==> config.mk <==
export PLATFORM = sky130hd
export DESIGN_NAME = vid_plane_splitter
export DESIGN_NICKNAME = d
export VERILOG_FILES = /design/src/rtl/vid_plane_splitter.sv
export SDC_FILE = /design/constraint.sdc
export NUM_CORES = 1
export LEC_CHECK = 0
export CAP_MARGIN = 15
export CORE_MARGIN = 1.5
export CORE_UTILIZATION = 35
export CTS_CLUSTER_DIAMETER = 120
export CTS_CLUSTER_SIZE = 20
export DETAILED_ROUTE_END_ITERATION = 10
export SLEW_MARGIN = 30
export SYNTH_ARGS = -nofsm -noshare
export SYNTH_HDL_FRONTEND = slang
export SYNTH_SLANG_ARGS = --single-unit
==> constraint.sdc <==
create_clock -name clk -period 6.3 [get_ports clk]
set_clock_uncertainty 0.15 [all_clocks]
set_input_delay 0.63 -clock clk [delete_from_list [all_inputs] [get_ports clk]]
set_output_delay 0.63 -clock clk [all_outputs]
set_load 0.05 [all_outputs]
==> src/rtl/vid_plane_splitter.sv <==
module vid_plane_splitter #(
  parameter int AW = 32,
  parameter int LW = 12
) (
  input  logic          clk,
  input  logic          rst_n,
  input  logic [7:0]    pix_data,
  input  logic          pix_valid,
  input  logic          frame_start,
  input  logic          line_end,
  input  logic [AW-1:0] base_y,
  input  logic [AW-1:0] base_u,
  input  logic [AW-1:0] base_v,
  input  logic [LW-1:0] frame_lines,
  input  logic          irq_clr,
  output logic          wr_valid,
  output logic [1:0]    wr_plane,
  output logic [AW-1:0] wr_addr,
  output logic [31:0]   wr_data,
  output logic          frame_irq
);

  localparam logic [AW-1:0] STEP = AW'(4);

  logic [AW-1:0] ptr [3];
  logic [23:0]   acc [3];
  logic [1:0]    cnt [3];
  logic [1:0]    phase;
  logic          flushing;
  logic [1:0]    fidx;
  logic [LW-1:0] lines;
  logic          last_line;

  wire [LW-1:0] lines_nx = lines + 1'b1;
  wire          at_last  = (lines_nx == frame_lines);
  wire [1:0]    sel      = phase[0] ? 2'd0 : (phase[1] ? 2'd2 : 2'd1);
  wire          irq_set  = !frame_start && flushing && (fidx == 2'd2) && last_line;

  always_ff @(posedge clk) begin
    if (!rst_n) begin
      for (int i = 0; i < 3; i++) begin
        ptr[i] <= '0;
        acc[i] <= '0;
        cnt[i] <= '0;
      end
      phase     <= '0;
      flushing  <= 1'b0;
      fidx      <= '0;
      lines     <= '0;
      last_line <= 1'b0;
      wr_valid  <= 1'b0;
      wr_plane  <= '0;
      wr_addr   <= '0;
      wr_data   <= '0;
      frame_irq <= 1'b0;
    end else begin
      wr_valid <= 1'b0;
      if (frame_start) begin
        ptr[0] <= base_y;
        ptr[1] <= base_u;
        ptr[2] <= base_v;
        for (int i = 0; i < 3; i++) begin
          acc[i] <= '0;
          cnt[i] <= '0;
        end
        phase    <= '0;
        lines    <= '0;
        flushing <= 1'b0;
        fidx     <= '0;
      end else if (flushing) begin
        if (cnt[fidx] != 2'd0) begin
          wr_valid   <= 1'b1;
          wr_plane   <= fidx;
          wr_addr    <= ptr[fidx];
          wr_data    <= {8'h00, acc[fidx]};
          ptr[fidx]  <= ptr[fidx] + STEP;
          acc[fidx]  <= '0;
          cnt[fidx]  <= '0;
        end
        if (fidx == 2'd2) begin
          flushing <= 1'b0;
          fidx     <= '0;
        end else begin
          fidx <= fidx + 2'd1;
        end
      end else if (line_end) begin
        flushing  <= 1'b1;
        fidx      <= '0;
        phase     <= '0;
        last_line <= at_last;
        lines     <= at_last ? '0 : lines_nx;
      end else if (pix_valid) begin
        if (cnt[sel] == 2'd3) begin
          wr_valid  <= 1'b1;
          wr_plane  <= sel;
          wr_addr   <= ptr[sel];
          wr_data   <= {pix_data, acc[sel]};
          ptr[sel]  <= ptr[sel] + STEP;
          acc[sel]  <= '0;
          cnt[sel]  <= '0;
        end else begin
          acc[sel][{cnt[sel], 3'b000} +: 8] <= pix_data;
          cnt[sel] <= cnt[sel] + 2'd1;
        end
        phase <= phase + 2'd1;
      end
      if (irq_set)
        frame_irq <= 1'b1;
      else if (irq_clr)
        frame_irq <= 1'b0;
    end
  end

endmodule

==> summary.md, run 1 <==
The run finished with clean final reports. The tools report the largest net degree at the start of global routing as 97. The effective utilization at floorplan is 0.353. Setup violations remaining at the end of the flow were counted as 0.

For the net count of the mapped netlist, the log shows 1,605. The clock tree buffer depth was 3; the power density relative to cell area was 210 nW/um2. The average wire length per cell after detail routing came out at 21.9 um. Traced cell by cell, the critical path runs through inv_1, ha_4, mux4_2, ha_1, and4bb_2, nand2_1, mux2i_1, inv_1, ha_1, inv_1, a21oi_2, nand4_2, nor4_4, xor2_1, o21ai_1.

Beginning of the critical path: phase[0]. The run gives 0.354 as the worst-case headroom to the max-slew limit. For this design, the sink count on the clock tree is 320.

TritonCTS built the clock tree. The number of antenna violations at the first check in global routing came out at 0. The max-capacitance violation count was 0; the ratio of final minimum period to clock period was 0.805. The number of buffers inserted during clock tree synthesis was 20. The number of distinct library cell variants in the gate-level netlist after synthesis was 76; the minimum setup slack in the final design was 1.23 ns. For this run, the top clock speed supported by timing is 197 MHz. Data on the critical path arrives at its endpoint at 5.19 ns. STA classifies the critical path endpoint as a register. The root buffer cell chosen for the clock tree is sky130_fd_sc_hd__clkbuf_16. The total overflow left after global routing is 0. In this run the remaining antenna-violating nets after routing total 0.

The logs give 12,697 for the routed via count and 0 for the number of buffers added for setup after CTS. The critical path runs through a total of 15 cells. On the worst path, the slowest cell contributes a delay of 0.59 ns.

The worst-case IR drop observed on VDD is 0.160 mV. The library cell used most frequently in the layout, excluding fill and tap cells, is sky130_fd_sc_hd__nand2_1. Overall die width: 225 um.

The category of cells accounting for the largest share of critical-path delay is simple AND/OR/NAND/NOR gates. Before antenna repair, the detailed router went through 6 iterations. After layout, the design draws a total of 4270 uW. The tools report the number of levels in the clock H-tree as 1. In the routed layout, each cell is associated on average with a via count of 5.55. The placement-stage worst setup slack came out at 1.26 ns.

End point of the critical path: ptr[1][26]. The detailed router finished its first iteration with 1,106 violations. The number of synthesized register bits was 320; the total of warnings raised by yosys was 0. The run gives 0 as the remaining routing DRC violations.

The number of max-slew violations in the final report was 0; the worst-margin pin slew was 0.968 ns. The layout cell share with drive strength beyond 1 was 0.128. After clock tree synthesis, the clock-pin slew on the worst setup and hold paths is 0.09 ns. After clock tree synthesis, the flow added hold-fix buffers numbering 0. Source of the worst register-to-register timing path: phase[0].

The run gives 0.198 as the total global routing track utilization. Measured in cells, the most critical reg-to-reg path has a length of 15. The fraction of registers with async set/reset works out to 0. Buffers placed on the I/O ports in this run total 189.

The most used flip-flop cell after synthesis is sky130_fd_sc_hd__edfxtp_1. For this run, the post-layout net count is 1,740. The tools report the clock network latency to the later pin of the worst-skew pair as 0.55 ns.

In the final timing run, aggregate negative setup slack is 0 ns. The utilization after layout came out at 0.417. Startpoint-to-endpoint class of the critical path: reg -> reg. The most repeated library cell on the critical path was sky130_fd_sc_hd__inv_1. The number of diodes came out at 0.

Summed over all instances, the cell type with the most area after synthesis is sky130_fd_sc_hd__edfxtp_1. The register area share after synthesis was 0.507; the number of rows created at floorplan was 81. Of all nets on the critical path, the largest fanout is 12.

For this design, the slowest cell found on the critical path is sky130_fd_sc_hd__mux4_2. Together, buffers and inverters on the worst path number 3. Sorting the synthesized cells by area gives the leading types as sky130_fd_sc_hd__edfxtp_1 40%, sky130_fd_sc_hd__mux4_2 15%, sky130_fd_sc_hd__dfxtp_1 10%. The mean instance size in the synthesized netlist came out at 11.7 um2. The area fraction of the dominant cell type after synthesis was 0.405. Count of final hold-check violations: 0.

The analysis attributes to cell leakage a power of 0.00709 uW. After technology mapping, the gate count stands at 1,474. STA classifies the critical path startpoint as a register. The tightest hold path in the finished design has a slack of 0.306 ns. The die covers 50,500 um2.

For this block, the routed nets add up to 50,200 um of wire. The end of the worst register-to-register path was ptr[1][26]. For the worst setup path, the data required time is 6.42 ns. Relative to the synthesized area, the layout overhead comes to 18.3%.

The register-to-register setup slack is 1.23 ns, and the number of enable flip-flop cells after synthesis is 232. The floorplan die height came out at 225 um. The number of I/O pins is 190.

The core outline area came out at 48,700 um2. The first global-routing pass estimated 76,100 um of wire. Once detailed placement completed, the half-perimeter wirelength came to 33,300 um. Setup repair after global routing left no endpoint under its margin. The routed design could run at a clock period as short as 5.07 ns.

Gates resized during post-CTS repair numbered 0. Leaving out fill and tap cells, the most frequent cells in the layout are 240 x sky130_fd_sc_hd__nand2_1, 232 x sky130_fd_sc_hd__edfxtp_1, 189 x sky130_fd_sc_hd__clkdlybuf4s50_1. In this run the cell area of the synthesized design comes to 17,200 um2.

The via count of the first global-routing pass was 12,960. Routability-driven placement finished with a final weighted congestion of 0.850. The path class of the lowest-slack min-delay path was reg -> reg.
power breakdown:
| part | internal, uW | leakage, uW | switching, uW |
|---|---|---|---|
| Clock | 608 | 0.000281 | 740 |
| Combinational | 246 | 0.00361 | 295 |
| Sequential | 2330 | 0.00320 | 43.5 |
logic make-up after synthesis:
group	count (synthesis)	share of synthesized area
simple gates	538	0.140
fa+ha+maj	9	0.00654
xor+xnor	44	0.0237
buf+inv	154	0.0388
mux	170	0.184
flops	320	0.507
compound gates	239	0.0990
worst min-delay path, cell delays in order, from the launching register on:
cell and delay (ns):
sky130_fd_sc_hd__dfxtp_1 0.31, sky130_fd_sc_hd__nand2_1 0.05, sky130_fd_sc_hd__a21oi_1 0.05
registers in the layout, indices dropped and copies added, names as in the netlist, named ones only:
name       flops
cnt            8
phase          2
wr_data       32
wr_valid       1
wr_addr       32
last_line      1
lines         12
fidx           2
flushing       1
acc           96
ptr          128
frame_irq      1
wr_plane       2
cell usage after synthesis, types with 13 or more instances:
| cell type | number |
|---|---|
| sky130_fd_sc_hd__edfxtp_1 | 232 |
| sky130_fd_sc_hd__nor3_1 | 21 |
| sky130_fd_sc_hd__mux4_2 | 114 |
| sky130_fd_sc_hd__nand3_1 | 30 |
| sky130_fd_sc_hd__a311oi_1 | 27 |
| sky130_fd_sc_hd__a211oi_1 | 35 |
| sky130_fd_sc_hd__o21ai_1 | 23 |
| sky130_fd_sc_hd__mux2i_1 | 48 |
| sky130_fd_sc_hd__a21oi_1 | 19 |
| sky130_fd_sc_hd__and3_1 | 13 |
| sky130_fd_sc_hd__a22o_1 | 39 |
| sky130_fd_sc_hd__xnor2_1 | 27 |
| sky130_fd_sc_hd__clkbuf_1 | 64 |
| sky130_fd_sc_hd__xor2_1 | 14 |
| sky130_fd_sc_hd__o21ai_0 | 40 |
| sky130_fd_sc_hd__nor2_1 | 168 |
| sky130_fd_sc_hd__nor2b_1 | 13 |
| sky130_fd_sc_hd__buf_2 | 18 |
| sky130_fd_sc_hd__dfxtp_1 | 88 |
| sky130_fd_sc_hd__inv_1 | 50 |
| sky130_fd_sc_hd__nand2_1 | 240 |
final cells by class:
class | count | area (um2)
fillers | 4586 | 28400
multi-input cells | 1000 | 7860
repair buffers | 216 | 2140
clock inverters | 4 | 46.3
inverters | 51 | 193
clock buffers | 31 | 542
well taps | 664 | 831
flip-flops and latches | 320 | 8730
worst min-delay path by stage:
| stage | startpoint | to | slack [ns] | cells after the start |
|---|---|---|---|---|
| 2_1_floorplan | lines[11] | lines[11] | 0.31 | 2 |
| 6_report | wr_data[24] | wr_data[24] | 0.31 | 2 |
| 3_5_place_dp | wr_data[24] | wr_data[24] | 0.30 | 2 |
| 4_1_cts | wr_data[24] | wr_data[24] | 0.31 | 2 |
| 5_1_grt | wr_data[25] | wr_data[25] | 0.33 | 2 |
| 3_3_place_gp | wr_data[30] | wr_data[30] | 0.29 | 2 |
stage by stage:
stage	instances	cell area, um2
after floorplan	1474	17200
after global placement	2249	19700
after detailed placement	2249	19700
after CTS	2284	20300
after global routing	2286	20300
final	2286	20300
routing by layer:
layer | global-route usage | part of all wire
met5 | 0 | 0
met4 | 0.0598 | 0.026
met3 | 0.0293 | 0.074
met2 | 0.333 | 0.48
met1 | 0.264 | 0.42
(Power assumes the default switching activity.)
==> run 2: changes to the inputs <==
==> constraint.sdc (replaced) <==
create_clock -name clk -period 4.9 [get_ports clk]
set_clock_uncertainty 0.15 [all_clocks]
set_input_delay 0.49 -clock clk [delete_from_list [all_inputs] [get_ports clk]]
set_output_delay 0.49 -clock clk [all_outputs]
set_load 0.05 [all_outputs]
==> summary.md, run 2 (synthesis results as in run 1) <==
The logs give 0 (unchanged) for the count of nets left with antenna violations after detail routing and 0 (unchanged) for the number of buffers added for setup after CTS. Flip-flop count of the largest register, all copies and words added: 128 (unchanged). Count of endpoints failing setup in the final report: 0 (unchanged).

For the number of rows created at floorplan, the log shows 81 (unchanged). The run gives 0 ns (unchanged) as the final total negative setup slack. Floorplan die height: 225 um (unchanged). The run finished with clean final reports.

Path class of the lowest-slack min-delay path: reg -> reg. The worst register-to-register path begins at phase[0]. The switching component of the power is 1370 uW (+27%). For the part of the total power dissipated in the clock network, the log shows 0.308 (-0.008). For the clock network latency to the later pin of the worst-skew pair, the log shows 0.55 ns (about the same). The post-detailed-placement half-perimeter wirelength was 34,400 um (+3.4%); the area enclosed by the die boundary was 50,500 um2 (unchanged). The data arrival time of the worst path is 4.69 ns (-0.50 ns), and the cell-internal power is 4060 uW (+27%). On the critical path, the stage with the largest delay is an instance of sky130_fd_sc_hd__nand4_2.

The multi-input gate area in the final layout is 7860 um2 (unchanged). For the number of buffers inserted during clock tree synthesis, the log shows 19 (-5.0%). The tree is rooted in a sky130_fd_sc_hd__clkbuf_16.

The leakage power of the design is 0.00707 uW (-0.30%), and the total routed wirelength is 51,300 um (+2.1%). The clock period minus worst slack is 4.57 ns (-0.504 ns). For the global route total overflow, the log shows 0 (unchanged). The worst setup path is of the reg -> reg kind.

The logs give 0 (unchanged) for the remaining routing DRC violations and 77,100 um (+1.4%) for the wire length of the first global-routing pass. The effective utilization at floorplan came out at 0.353 (unchanged). In the layout the commonest cells are 240 x sky130_fd_sc_hd__nand2_1, 232 x sky130_fd_sc_hd__edfxtp_1, 189 x sky130_fd_sc_hd__clkdlybuf4s50_1. The ratio of final minimum period to clock period was 0.933 (+0.127); the number of levels in the clock H-tree was 1 (unchanged). Number of standard cells in the layout, taps in and fillers out: 2,290 (+0.17%).

Critical path launch point type: a register. Setup repair after global routing left no endpoint under its margin. The overall die width is 225 um (unchanged), and the worst-margin pin slew is 1.02 ns (+0.0496 ns). Number of antenna violations at the first check in global routing: 0 (unchanged). Maximum fanout encountered on the critical timing path: 12 (unchanged).

The count of port buffers added during placement works out to 189 (unchanged). The run gives 0.129 (+0.002) as the part of the total power dissipated in combinational logic. The worst-case headroom to the max-slew limit was 0.321 (-0.0331). The run gives 48,700 um2 (unchanged) as the core outline area.

The category of cells accounting for the largest share of critical-path delay was simple AND/OR/NAND/NOR gates. For the net total in the final layout, the log shows 1,743 (+0.17%). The hold buffer count at cts is 0 (unchanged), and the average vias per placed instance is 5.62 (+1.2%). The run gives 0 (unchanged) as the number of max-slew violations in the final report.

For hold timing, the worst endpoint is wr_data[31]. The maximum resistive drop on vdd came out at 0.205 mV (+28%). The overall power of the completed layout is 5430 uW (+27%), and the worst hold path stage count is 2 (unchanged). The footprint of the flip-flops and latches came out at 8730 um2 (unchanged). The tools report the max-capacitance violation count as 0 (unchanged).

The run gives 7 (+1) as the number of optimization iterations in the first detailed-route pass. The clock transition at the registers of the reported paths works out to 0.09 ns (about the same). The beginning of the worst hold path was wr_data[31]. The most numerous cell type found on the critical path is sky130_fd_sc_hd__inv_1. The largest registers in the layout are ptr x128, acc x96. The number of filler cells placed in the layout is 4,597 (+0.24%), and the average wire length per cell after detail routing is 22.4 um (+2.0%).

Achievable clock frequency: 219 MHz (+11%). The initial detailed-routing violation count came out at 1,133 (+2.4%). The type of element capturing the critical path is a register.

The number of cells on the worst reg-to-reg path was 15 (unchanged); the delay of the slowest cell on the worst path was 0.57 ns (-0.02 ns). The routed via count is 12,876 (+1.4%). The clock sink count is 320 (unchanged), and the total global routing track utilization is 0.202 (+0.00403). The clock tree buffer depth is 3 (unchanged). TritonCTS built the clock tree. The share of power burned in registers is 0.562 (+0.005), and the count of final hold-check violations is 0 (unchanged).

The buffering stage count on the worst path with inverters included works out to 3 (unchanged). More flip-flops sit in one register than any other, and that register is ptr. The via count of the first global-routing pass was 12,948 (-0.093%); the power density relative to cell area was 268 nW/um2 (+28%).

From synthesis to final layout, the design area changed by 17.9%. The logs give 190 (unchanged) for the number of I/O pins and 0.839 (-1.3%) for the final estimated routing congestion in global placement. The critical path goes through inv_1, ha_4, mux4_2, ha_1, and4bb_2, nand2_1, mux2i_1, inv_1, ha_1, inv_1, a21oi_2, nand4_2, nor4_4, xor2_1, o21ai_1. The logs give 0.33 ns (-0.90 ns) for the register-to-register setup slack and 87 (-10%) for the largest net degree at the start of global routing. The switching part of the total works out to 0.253 (+0.000293). The library cell used most frequently in the layout, excluding fill and tap cells, is sky130_fd_sc_hd__nand2_1.

The logs give 5.02 ns (-1.40 ns) for the worst endpoint required time and 2,255 (+0.27%) for the instance count after placement with tap cells included. The worst register-to-register path ends at ptr[1][26]. The layout cell share with drive strength beyond 1 works out to 0.127 (-0.000236).

The post-CTS resize count came out at 0 (unchanged).
-- run 2: metal layers --
layer	vias to the layer above	global-route usage	routed length, um
met5	-	0	0
met4	0	0.0649	1510
met3	91	0.0366	4120
met2	597	0.337	24500
met1	6383	0.266	21100
li1	5805	-	-
-- run 2: area by class of cell --
| class | instances | share of cell area |
|---|---|---|
| clock inverter | 1 | 0.000432 |
| antenna | 1 | 0.000123 |
| tap | 664 | 0.0410 |
| sequential | 320 | 0.431 |
| clock buffer | 33 | 0.0260 |
| inverter | 51 | 0.00944 |
| multi-input combinational | 1000 | 0.388 |
| timing repair buffer | 220 | 0.105 |
-- run 2: worst max-delay path by stage --
stage          slack [ns]  depth (start not counted)          to  startpoint
2_1_floorplan        0.05                         22  ptr[0][26]    phase[0]
5_1_grt              0.13                         15  ptr[1][26]    phase[0]
3_3_place_gp         0.52                         15  ptr[1][26]    phase[0]
3_5_place_dp         0.37                         15  ptr[1][30]    phase[0]
4_1_cts              0.38                         15  ptr[1][30]    phase[0]
6_report             0.33                         15  ptr[1][26]    phase[0]
-- run 2: metrics by stage --
stage | cell area, um2 | setup WS, ns | utilization | hold WS, ns
global placement | 19700 | 0.524 | 0.405 | 0.295
floorplan | 17200 | 0.0478 | - | 0.306
CTS | 20300 | 0.378 | 0.416 | 0.316
finish | 20300 | 0.330 | 0.416 | 0.312
global route | 20300 | 0.125 | 0.416 | 0.327
detailed placement | 19700 | 0.369 | 0.405 | 0.303
-- run 2: power by group through the flow --
stage                     registers (uW)  logic (uW)  clock network [uW]
after CTS                           3050         700                1700
after floorplan                     3140         383                   0
after detailed placement            3120         697                   0
after global routing                3070         745                1800
after global placement              3110         690                   0
final                               3050         701                1670
-- run 2: worst register-to-register path, cell delays in order (launching register included) --
cell,delay (ns)
sky130_fd_sc_hd__dfxtp_1,0.33
sky130_fd_sc_hd__inv_1,0.12
sky130_fd_sc_hd__ha_4,0.19
sky130_fd_sc_hd__mux4_2,0.55
sky130_fd_sc_hd__ha_1,0.31
sky130_fd_sc_hd__and4bb_2,0.37
sky130_fd_sc_hd__nand2_1,0.14
sky130_fd_sc_hd__mux2i_1,0.10
sky130_fd_sc_hd__inv_1,0.10
sky130_fd_sc_hd__ha_1,0.16
sky130_fd_sc_hd__inv_1,0.06
sky130_fd_sc_hd__a21oi_2,0.30
sky130_fd_sc_hd__nand4_2,0.57
sky130_fd_sc_hd__nor4_4,0.43
sky130_fd_sc_hd__xor2_1,0.29
sky130_fd_sc_hd__o21ai_1,0.13
==> run 3: changes to the inputs <==
--- a/config.mk
+++ b/config.mk
@@ -11,6 +11,7 @@
 export CTS_CLUSTER_DIAMETER = 120
 export CTS_CLUSTER_SIZE = 20
 export DETAILED_ROUTE_END_ITERATION = 10
+export SETUP_SLACK_MARGIN = 0.02
 export SLEW_MARGIN = 30
 export SYNTH_ARGS = -nofsm -noshare
 export SYNTH_HDL_FRONTEND = slang
==> results of run 3 <==
No change in the layout: final DEF, timing and power equal those of run 2.
